===== src/rtl/burst_seq_pkg.sv =====
package burst_seq_pkg;
  typedef enum logic [1:0] {
    ACT_HOLD = 2'd0,
    ACT_STEP = 2'd1,
    ACT_LOAD = 2'd2
  } seq_act_e;
endpackage


===== src/rtl/burst_load_ctrl.sv =====
module burst_load_ctrl
  import burst_seq_pkg::*;
(
  input  logic     strb_cpu_i,
  input  logic     strb_ctl_i,
  input  logic     adv_i,
  output seq_act_e act_o
);
  // load beats advance; either strobe alone is a full load
  always_comb begin
    if (strb_cpu_i || strb_ctl_i) act_o = ACT_LOAD;
    else if (adv_i)               act_o = ACT_STEP;
    else                          act_o = ACT_HOLD;
  end
endmodule


===== src/rtl/burst_counter.sv =====
module burst_counter
  import burst_seq_pkg::*;
#(
  parameter int unsigned CNT_W = 2
) (
  input  logic             clk_i,
  input  logic             rst_ni,
  input  seq_act_e         act_i,
  output logic [CNT_W-1:0] cnt_o,
  output logic             last_o
);
  localparam logic [CNT_W-1:0] CNT_MAX = {CNT_W{1'b1}};

  logic [CNT_W-1:0] cnt_q;

  always_ff @(posedge clk_i or negedge rst_ni) begin
    if (!rst_ni) cnt_q <= '0;
    else begin
      unique case (act_i)
        ACT_LOAD: cnt_q <= '0;
        ACT_STEP: cnt_q <= cnt_q + 1'b1;  // wraps, no carry out
        default:  cnt_q <= cnt_q;
      endcase
    end
  end

  assign cnt_o  = cnt_q;
  assign last_o = (cnt_q == CNT_MAX);

  assert_step_wrap_R5: assert property (@(posedge clk_i) disable iff (!rst_ni)
    (act_i == ACT_STEP) |=> (cnt_o == CNT_W'($past(cnt_o) + 1'b1)));
  assert_load_clear_R4: assert property (@(posedge clk_i) disable iff (!rst_ni)
    (act_i == ACT_LOAD) |=> (cnt_o == '0));
endmodule


===== src/rtl/burst_order.sv =====
module burst_order #(
  parameter int unsigned CNT_W = 2
) (
  input  logic [CNT_W-1:0] start_i,
  input  logic [CNT_W-1:0] cnt_i,
  input  logic             lin_i,
  output logic [CNT_W-1:0] low_o
);
  logic [CNT_W-1:0] low_lin;
  logic [CNT_W-1:0] low_ilv;

  genvar g;
  generate
    for (g = 0; g < CNT_W; g++) begin : g_ilv
      assign low_ilv[g] = start_i[g] ^ cnt_i[g];
    end
  endgenerate

  assign low_lin = start_i + cnt_i;
  assign low_o   = lin_i ? low_lin : low_ilv;
endmodule


===== src/rtl/burst_addr_seq.sv =====
module burst_addr_seq
  import burst_seq_pkg::*;
#(
  parameter int unsigned ADDR_W = 20,
  parameter int unsigned CNT_W  = 2
) (
  input  logic              clk_i,
  input  logic              rst_ni,
  input  logic [ADDR_W-1:0] addr_i,
  input  logic              strb_cpu_i,
  input  logic              strb_ctl_i,
  input  logic              adv_i,
  input  logic              lin_mode_i,
  output logic [ADDR_W-1:0] addr_o,
  output logic [CNT_W-1:0]  pos_o,
  output logic              last_o
);
  localparam int unsigned HI_W = ADDR_W - CNT_W;

  seq_act_e          act;
  logic [ADDR_W-1:0] base_q;
  logic [CNT_W-1:0]  cnt;
  logic [CNT_W-1:0]  low;

  burst_load_ctrl i_load_ctrl (
    .strb_cpu_i (strb_cpu_i),
    .strb_ctl_i (strb_ctl_i),
    .adv_i      (adv_i),
    .act_o      (act)
  );

  always_ff @(posedge clk_i or negedge rst_ni) begin
    if (!rst_ni)               base_q <= '0;
    else if (act == ACT_LOAD)  base_q <= addr_i;
  end

  burst_counter #(.CNT_W(CNT_W)) i_counter (
    .clk_i  (clk_i),
    .rst_ni (rst_ni),
    .act_i  (act),
    .cnt_o  (cnt),
    .last_o (last_o)
  );

  burst_order #(.CNT_W(CNT_W)) i_order (
    .start_i (base_q[CNT_W-1:0]),
    .cnt_i   (cnt),
    .lin_i   (lin_mode_i),
    .low_o   (low)
  );

  assign addr_o = {base_q[ADDR_W-1:CNT_W], low};
  assign pos_o  = cnt;

  assert_cpu_load_R2: assert property (@(posedge clk_i) disable iff (!rst_ni)
    strb_cpu_i |=> (addr_o[ADDR_W-1:CNT_W] == $past(addr_i[ADDR_W-1:CNT_W])) && (pos_o == '0));
  assert_ctl_load_R3: assert property (@(posedge clk_i) disable iff (!rst_ni)
    strb_ctl_i |=> (addr_o[ADDR_W-1:CNT_W] == $past(addr_i[ADDR_W-1:CNT_W])) && (pos_o == '0));
  assert_hold_R5: assert property (@(posedge clk_i) disable iff (!rst_ni)
    (!strb_cpu_i && !strb_ctl_i && !adv_i) |=> $stable(pos_o));
  assert_no_carry_R8: assert property (@(posedge clk_i) disable iff (!rst_ni)
    (!strb_cpu_i && !strb_ctl_i) |=> $stable(addr_o[ADDR_W-1:CNT_W]));
  assert_last_pos_R9: assert property (@(posedge clk_i) disable iff (!rst_ni)
    last_o |-> (pos_o == {CNT_W{1'b1}}));
  assert_lin_order_R6: assert property (@(posedge clk_i) disable iff (!rst_ni)
    lin_mode_i |-> (CNT_W'(addr_o[CNT_W-1:0] - base_q[CNT_W-1:0]) == pos_o));
  assert_ilv_order_R7: assert property (@(posedge clk_i) disable iff (!rst_ni)
    !lin_mode_i |-> ((addr_o[CNT_W-1:0] ^ base_q[CNT_W-1:0]) == pos_o));

  initial assert (HI_W >= 1) else $error("ADDR_W must exceed CNT_W");
endmodule


===== config.mk =====
export PLATFORM = sky130hd
export DESIGN_NAME = burst_addr_seq
export DESIGN_NICKNAME = d
export VERILOG_FILES = /design/src/rtl/burst_seq_pkg.sv /design/src/rtl/burst_load_ctrl.sv /design/src/rtl/burst_counter.sv /design/src/rtl/burst_order.sv /design/src/rtl/burst_addr_seq.sv
export SDC_FILE = /design/constraint.sdc
export NUM_CORES = 1
export LEC_CHECK = 0
export BUFFER_PORTS_ARGS = -buffer_cell sky130_fd_sc_hd__buf_4
export CAP_MARGIN = 20
export CORE_ASPECT_RATIO = 1.5
export CORE_MARGIN = 2
export CORE_UTILIZATION = 40
export CTS_CLUSTER_DIAMETER = 200
export CTS_CLUSTER_SIZE = 16
export DETAILED_ROUTE_END_ITERATION = 10
export PLACE_DENSITY = 0.7
export SLEW_MARGIN = 20
export SYNTH_ARGS = -nofsm -noshare
export SYNTH_HDL_FRONTEND = slang
export SYNTH_SLANG_ARGS = --single-unit

===== constraint.sdc =====
create_clock -name clk_i -period 1.2 [get_ports clk_i]
set_input_delay 0.12 -clock clk_i [delete_from_list [all_inputs] [get_ports clk_i]]
set_output_delay 0.12 -clock clk_i [all_outputs]
set_load 0.03 [all_outputs]

# After elaboration in Yosys (flattened, before gate mapping)
# Cells that the tools add are included.
# totals
regBits	22
input_bits	26
out_inout_bits	23
wordCells	15
# op_classes
add_sub_neg	2
eq_ne	3
n_mux	4
bitwise_logic	2
n_reduce_logical	2
# op_table
operator	n
== test 2 bit, second input constant	2
2-to-1 mux 2 bit	2
one-hot mux 2 bit (2 select lines)	1
adder 2 x 1 -> 2 bit, second input constant	1
adder 2 bit	1
== test 2 x 1 -> 1 bit, second input constant	1
nonzero test 2 bit	1
XOR 1 bit	2
logical OR 1 bit	1
2-to-1 mux 1 bit	1

# Logic depth before layout (Yosys ltp)
# Gate-level depths: netlist (run 1).
# logic_depth
depth_word	4
mapped_depth	3
depth_no_buf	3

# Cells and area by module
# A second synthesis (run 1) with hierarchy kept.
# hier_totals
cells_unflattened	78
hier_area_um2	1129.8
# by_module_without_submodules
mod	instances	cells_per_inst	area_each_um2	seq_area_each_um2
burst_addr_seq	1	61	972.2	500.5
burst_counter	1	11	110.1	50.0
burst_order	1	4	33.8	0.0
burst_load_ctrl	1	2	13.8	0.0

# Least setup slack after synthesis (run 1)
# OpenSTA, ideal clock, no wires.
# synth_path
kind	register -> output
start	reg i_counter.cnt_q[0], in the netlist i_counter.cnt_o[0]
end	out addr_o[1]
t_arrival_ps	1325
t_required_ps	1080
setup_slack_ps	-245
path_stages_with_launch	4
path_buffers	0
cell_sequence	dfrtp_1 ha_1 nand2_1 xnor2_1
# synth_between
elab_chain_len	2
# synth_lines
element	line_no	text
from (decl)	burst_counter.sv:14	logic [CNT_W-1:0] cnt_q;
from (signal assigned)	burst_counter.sv:21	ACT_STEP: cnt_q <= cnt_q + 1'b1;
from (signal assigned)	burst_counter.sv:22	default: cnt_q <= cnt_q;
adder 2 bit	burst_order.sv:19	assign low_lin = start_i + cnt_i;
2-to-1 mux 2 bit	burst_order.sv:20	assign low_o = lin_i ? low_lin : low_ilv;
to (decl)	burst_addr_seq.sv:14	output logic [ADDR_W-1:0] addr_o,
# No other way between the ends.

# Final worst setup path (run 1)
# layout_path
start	reg i_counter.cnt_q[1], in the netlist i_counter.cnt_o[1]
end	out addr_o[1]
# layout_between
elab_chain_len	2
word_cells_on_any_way	3
classes_between	add/sub: 1; mux: 1; bitwise: 1
# layout_lines
element	line_no
adder 2 bit / XOR 1 bit (equally long branches)	burst_order.sv:19, burst_order.sv:15
2-to-1 mux 2 bit *	burst_order.sv:20
# Mark *: on every way between the ends. The rest lies on a longest branch, timed or not.

==> flow_summary.json, run 1 <==
{
  "p_leak_nw": 0.7592,
  "drive_gt1_frac": 0.7658,
  "synth.avg_cell_area_um2": 14.98,
  "grt_pass1_wl_um": 2973,
  "p_sw_frac": 0.2762,
  "fin_cells": 148,
  "worstPathMaxFanout": 2,
  "gp_congestion": 0.6986,
  "cp.required_ns": 1.08,
  "max-vdd-ir-drop_v": 0.0007544,
  "sequentialPowerShare": 0.471,
  "critPathLaunchType": "flip-flop",
  "synth.distinct_cells": 12,
  "combPwrFrac": 0.282,
  "cts-root-buf": "clkbuf_8",
  "drc_errors": 0,
  "synth_nets": 101,
  "cts_buffer_depth": 2,
  "ys_ff_latch": 22,
  "p_int_mw": 1.286,
  "hold_path_depth": 2,
  "place.detailed.hpwl_um": 1541,
  "switchingPower_mw": 0.4908,
  "hold_class": "input pin to flip-flop",
  "path_clk_slew_ns": 0.08,
  "holdWs_ns": 0.05044,
  "cp-end-kind": "output pin",
  "r2r-start": "i_counter.cnt_o[0]$_DFFE_PN0P_",
  "insertion_delay_ns": 0.25,
  "antenna_found_initial": 0,
  "fin_area_um2": 1528,
  "drv_slew": 0,
  "vias": 664,
  "dpl_cell_area_um2": 1400,
  "h-tree-depth": 1,
  "final_common_cell": "buf_4",
  "p_per_area_nw_per_um2": 1163,
  "violations": "negative setup slack",
  "routedWlPerCell_um": 13.91,
  "hold-path-endpoint": "i_counter.cnt_o[1]$_DFFE_PN0P_",
  "rsz0062_at_grt": "yes",
  "diodes": 0,
  "grt_usage": 0.1327,
  "port_buffers": 48,
  "power.share.clock": 0.246,
  "viasPerCell": 4.486,
  "cts_buffers": 3,
  "rows": 23,
  "final_nets": 141,
  "core_region_area_um2": 2648,
  "min_period_ns": 1.371,
  "hold_viol_final": 0,
  "dieArea_um2": 3177,
  "relSlewSlack": 0.8134,
  "ant_nets": 0,
  "period_share": 1.142,
  "status": "finished, violations left",
  "timing.rr.end": "i_counter.cnt_o[1]$_DFFE_PN0P_",
  "skew_ns": 0.0001691,
  "fin_ws_ns": -0.1709,
  "grt_overflow": 0,
  "synthesis.area_um2": 1094,
  "grt_max_degree": 23,
  "worst_pin_slew_ns": 0.2800,
  "wirelength_um": 2058,
  "r2r_slack_ns": -0.04,
  "clock.fmax_mhz": 729.5,
  "grt_pass1_vias": 680,
  "dr.pass1.iters": 2,
  "cts_num_sinks": 22,
  "finalSetupViolations": 4,
  "hp-start": "strb_ctl_i",
  "initial_core_util": 0.4130,
  "cts_tree": "built",
  "synthCells": 73,
  "cp_data_arrival_time_ns": 1.25,
  "dp.cells": 141,
  "most-common-layout-cells": "buf_4, dfrtp_1, mux2_4, buf_6, clkbuf_8",
  "fillerInstances": 233,
  "dieWidth_um": 46.69,
  "yosysWarnings": 0,
  "dieHeight_um": 68.04,
  "maxCapViolCount": 0,
  "crit_type": "flip-flop to output pin",
  "seq_area_frac_synth": 0.5034,
  "rr_worst_depth": 5,
  "drt_iter0_drc": 14,
  "ios": 49,
  "syn_to_final_growth_pct": 39.70
}
-- final cells by class --
type / count / area [um2] / share of cell area
flip-flops and latches: 22 / 550.5 / 0.3604
multi-input cells: 30 / 431.7 / 0.2826
repair buffers: 56 / 457.9 / 0.2998
well taps: 37 / 46.29 / 0.03030
clock buffers: 3 / 41.29 / 0.02703
-- flip-flops by register name, summed over array words and instances (netlist names) --
register and flops:
i_counter.cnt_o 2, base_q 20
-- metrics by stage --
| stage | setup TNS [ns] | util | power [mW] | setup slack [ns] |
|---|---|---|---|---|
| floorplan | -0.04101 | - | 1.197 | -0.04101 |
| global placement | 0 | 0.5288 | 1.314 | 0.04693 |
| detailed placement | -0.002977 | 0.5288 | 1.330 | -0.002977 |
| CTS | -0.2016 | 0.5666 | 1.790 | -0.1734 |
| global route | -0.5225 | 0.5770 | 1.851 | -0.2128 |
| finish | -0.3493 | 0.5770 | 1.777 | -0.1709 |
-- worst max path at each step --
stage | from | end | slack [ns] | cells after the start
finish | i_counter.cnt_o[1]$_DFFE_PN0P_ | addr_o[1] | -0.17 | 3
global route | i_counter.cnt_o[1]$_DFFE_PN0P_ | addr_o[1] | -0.21 | 3
CTS | base_q[1]$_DFFE_PN0N_ | addr_o[1] | -0.17 | 3
detailed placement | i_counter.cnt_o[1]$_DFFE_PN0P_ | addr_o[1] | -0.003 | 3
global placement | i_counter.cnt_o[1]$_DFFE_PN0P_ | addr_o[1] | 0.05 | 3
floorplan | i_counter.cnt_o[0]$_DFFE_PN0P_ | addr_o[1] | -0.04 | 3
-- power groups by stage --
stage | clock network [mW] | logic, mW | registers [mW]
after floorplan | 0 | 0.352 | 0.845
after global placement | 0 | 0.468 | 0.847
after detailed placement | 0 | 0.479 | 0.850
after CTS | 0.452 | 0.499 | 0.839
after global routing | 0.477 | 0.529 | 0.844
final | 0.437 | 0.502 | 0.838
-- repair_timing --
item | CTS | global route
endpoints found under the hold margin | 22 | 0
gates cloned | 0 | 0
hold buffers | 1 | 0
buffers inserted | 1 | 2
endpoints found under the setup margin | 3 | 4
resized for setup | 9 | 3
pin swaps | 4 | 3
-- per-layer routing --
metal  track usage  up-vias  wire length (um)
li1              -      301                 -
met1        0.1656      334               771
met2        0.2222       27              1157
met3       0.03166        2               121
met4       0.04167        0                 8
met5             0        -                 0
-- Yosys cell counts --
library cell | n | area share
nor2_2 | 1 | 0.0057
dfrtp_1 | 22 | 0.50
xor2_1 | 1 | 0.0080
xnor2_1 | 2 | 0.016
nor3_1 | 2 | 0.0092
ha_1 | 2 | 0.023
buf_6 | 2 | 0.021
mux2_4 | 20 | 0.27
mux2i_1 | 1 | 0.0092
clkbuf_1 | 1 | 0.0034
buf_4 | 18 | 0.12
nand2_1 | 1 | 0.0034
-- critical path, cell delays in order, from the launching register on --
cell	delay (ns)
dfrtp_1	0.41
xor2_2	0.28
xnor2_4	0.15
buf_6	0.15
-- kinds of logic (layout without fill, tap and decap cells) --
kind of cell / after synthesis / after routing / share of synthesized area
AND/OR/NAND/NOR: 4 / 4 / 0.01831
buffers and inverters: 21 / 59 / 0.1476
XOR/XNOR: 3 / 3 / 0.02403
multiplexers: 21 / 21 / 0.2838
adder cells (fa/ha/maj): 2 / 2 / 0.02288
flip-flops: 22 / 22 / 0.5034
Note: power is estimated with default switching activity, not from simulation.
==> inputs of run 2 (changes only) <==
BUFFER_PORTS_ARGS = -buffer_cell sky130_fd_sc_hd__clkbuf_2   (was -buffer_cell sky130_fd_sc_hd__buf_4)
==> flow_summary.json, run 2 (synthesis gave the netlist of run 1 again) <==
{
  "wirelength_um": 1914,
  "dieWidth_um": 46.69,
  "dr.pass1.iters": 2,
  "drv_slew": 0,
  "grt_pass1_wl_um": 2973,
  "fin_util": 0.5435,
  "hold_viol_final": 0,
  "drt_iter0_drc": 6,
  "dieArea_um2": 3177,
  "use_met2": 0.2292,
  "relSlewSlack": 0.6364,
  "cts_num_sinks": 22,
  "largest_reg_flops": 20,
  "finalSetupViolations": 2,
  "routedWlPerCell_um": 13.11,
  "syn_to_final_growth_pct": 31.58,
  "largest-register": "base_q",
  "dp.cells": 140,
  "final_common_cell": "clkbuf_2",
  "cp.depth": 3,
  "status": "finished, violations left",
  "ant_nets": 0,
  "cpPeakStageDelay_ns": 0.42,
  "total_power_mw": 1.730,
  "r2r-start": "i_counter.cnt_o[1]$_DFFE_PN0P_",
  "cts_buffer_depth": 2,
  "critPathLaunchType": "flip-flop",
  "path_cells": "xor2_2 > xnor2_4 > buf_8",
  "crit_buf_inv": 1,
  "p_per_area_nw_per_um2": 1202,
  "timing.critical_path.to": "addr_o[1]",
  "rsz0062_at_grt": "yes",
  "critPathSlowestCell": "dfrtp_1",
  "clock.fmax_mhz": 744.8,
  "gp_congestion": 0.7273,
  "crit_family": "flip-flops",
  "h-tree-depth": 1,
  "drc_errors": 0,
  "hold_class": "input pin to flip-flop",
  "max-vdd-ir-drop_v": 0.0006197,
  "most-common-layout-cells": "clkbuf_2, dfrtp_1, mux2_4, clkbuf_8, buf_8",
  "timing.rr.end": "i_counter.cnt_o[1]$_DFFE_PN0P_",
  "final_nets": 139,
  "cts_tree": "built",
  "cp_data_arrival_time_ns": 1.22,
  "fin_cells": 146,
  "ios": 49,
  "fin_area_um2": 1439,
  "grt_max_degree": 23,
  "insertion_delay_ns": 0.25,
  "worst_pin_slew_ns": 0.5454,
  "vias": 657,
  "skew_ns": 0.0004148,
  "cts-root-buf": "clkbuf_8",
  "grt_usage": 0.1359,
  "rows": 23,
  "r2r_slack_ns": 0.06,
  "crit_start": "i_counter.cnt_o[1]$_DFFE_PN0P_",
  "crit_type": "flip-flop to output pin",
  "viasPerCell": 4.500,
  "dieHeight_um": 68.04,
  "busiest_layer": "met2",
  "diodes": 0,
  "maxCapViolCount": 0,
  "violations": "negative setup slack",
  "grtUsageMet1": 0.1607,
  "antenna_found_initial": 0,
  "dpl_cell_area_um2": 1272,
  "grt_pass1_vias": 659,
  "grt_overflow": 0,
  "place.detailed.hpwl_um": 1373,
  "core_region_area_um2": 2648,
  "period_share": 1.119,
  "min_period_ns": 1.343,
  "port_buffers": 48,
  "cts_buffers": 3,
  "fin_ws_ns": -0.1427,
  "cp.required_ns": 1.08,
  "path_clk_slew_ns": 0.08,
  "p_leak_nw": 0.7297,
  "gr-usage-met3": 0.02902,
  "rr_worst_depth": 4,
  "initial_core_util": 0.4130,
  "drive_gt1_frac": 0.7615,
  "worstPathMaxFanout": 2,
  "cp-end-kind": "output pin"
}
## run 2: cell count changes in the layout (fill, tap and decap cells not counted)
cell	before	now
buf_8	0	4
buf_4	48	1
clkbuf_8	3	4
ha_1	1	0
mux2i_2	1	0
buf_6	6	3
clkbuf_2	0	43
ha_4	1	2
mux2i_1	0	1
## run 2: power by group
part / internal, mW / switching [mW]
Clock: 0.223 / 0.217
Combinational: 0.216 / 0.236
Sequential: 0.800 / 0.0378
## run 2: worst min-delay path by stage
stage,cells past startpoint,end,from
after global routing,2,i_counter.cnt_o[0]$_DFFE_PN0P_,strb_cpu_i
after global placement,1,base_q[7]$_DFFE_PN0N_,rst_ni
after detailed placement,1,base_q[6]$_DFFE_PN0N_,rst_ni
final,2,i_counter.cnt_o[0]$_DFFE_PN0P_,strb_cpu_i
after CTS,2,i_counter.cnt_o[0]$_DFFE_PN0P_,strb_cpu_i
after floorplan,0,base_q[0]$_DFFE_PN0N_,rst_ni
## run 2: timing repair
action,CTS,global route
setup endpoints to repair,3,6
pin swaps,3,3
endpoints found under the hold margin,22,0
resized for setup,20,5
buffers inserted,2,1
hold buffers,1,0
## run 2: per-layer routing
layer,up-vias,routed length [um],part of all wire
met4,0,19,0.0099
met2,27,1063,0.56
li1,296,-,-
met1,332,709,0.37
met3,2,123,0.064
met5,-,0,0
## run 2: stage by stage
step | worst slack, ns | setup TNS (ns) | hold slack, ns
2_1_floorplan | -0.04101 | -0.04101 | -0.1756
3_3_place_gp | 0.003602 | 0 | 0.1186
3_5_place_dp | -0.01519 | -0.01519 | 0.1343
4_1_cts | -0.1725 | -0.3879 | 0.05365
5_1_grt | -0.2061 | -0.3226 | 0.07815
6_report | -0.1427 | -0.1685 | 0.07746
## run 2: final cells by class
cell class                      instances  area (um2)
Clock buffer                            3       41.29
Timing Repair Buffer                   54       360.3
Tap cell                               37       46.29
Fill cell                             244        1209
Multi-Input combinational cell         30       440.4
Sequential cell                        22       550.5
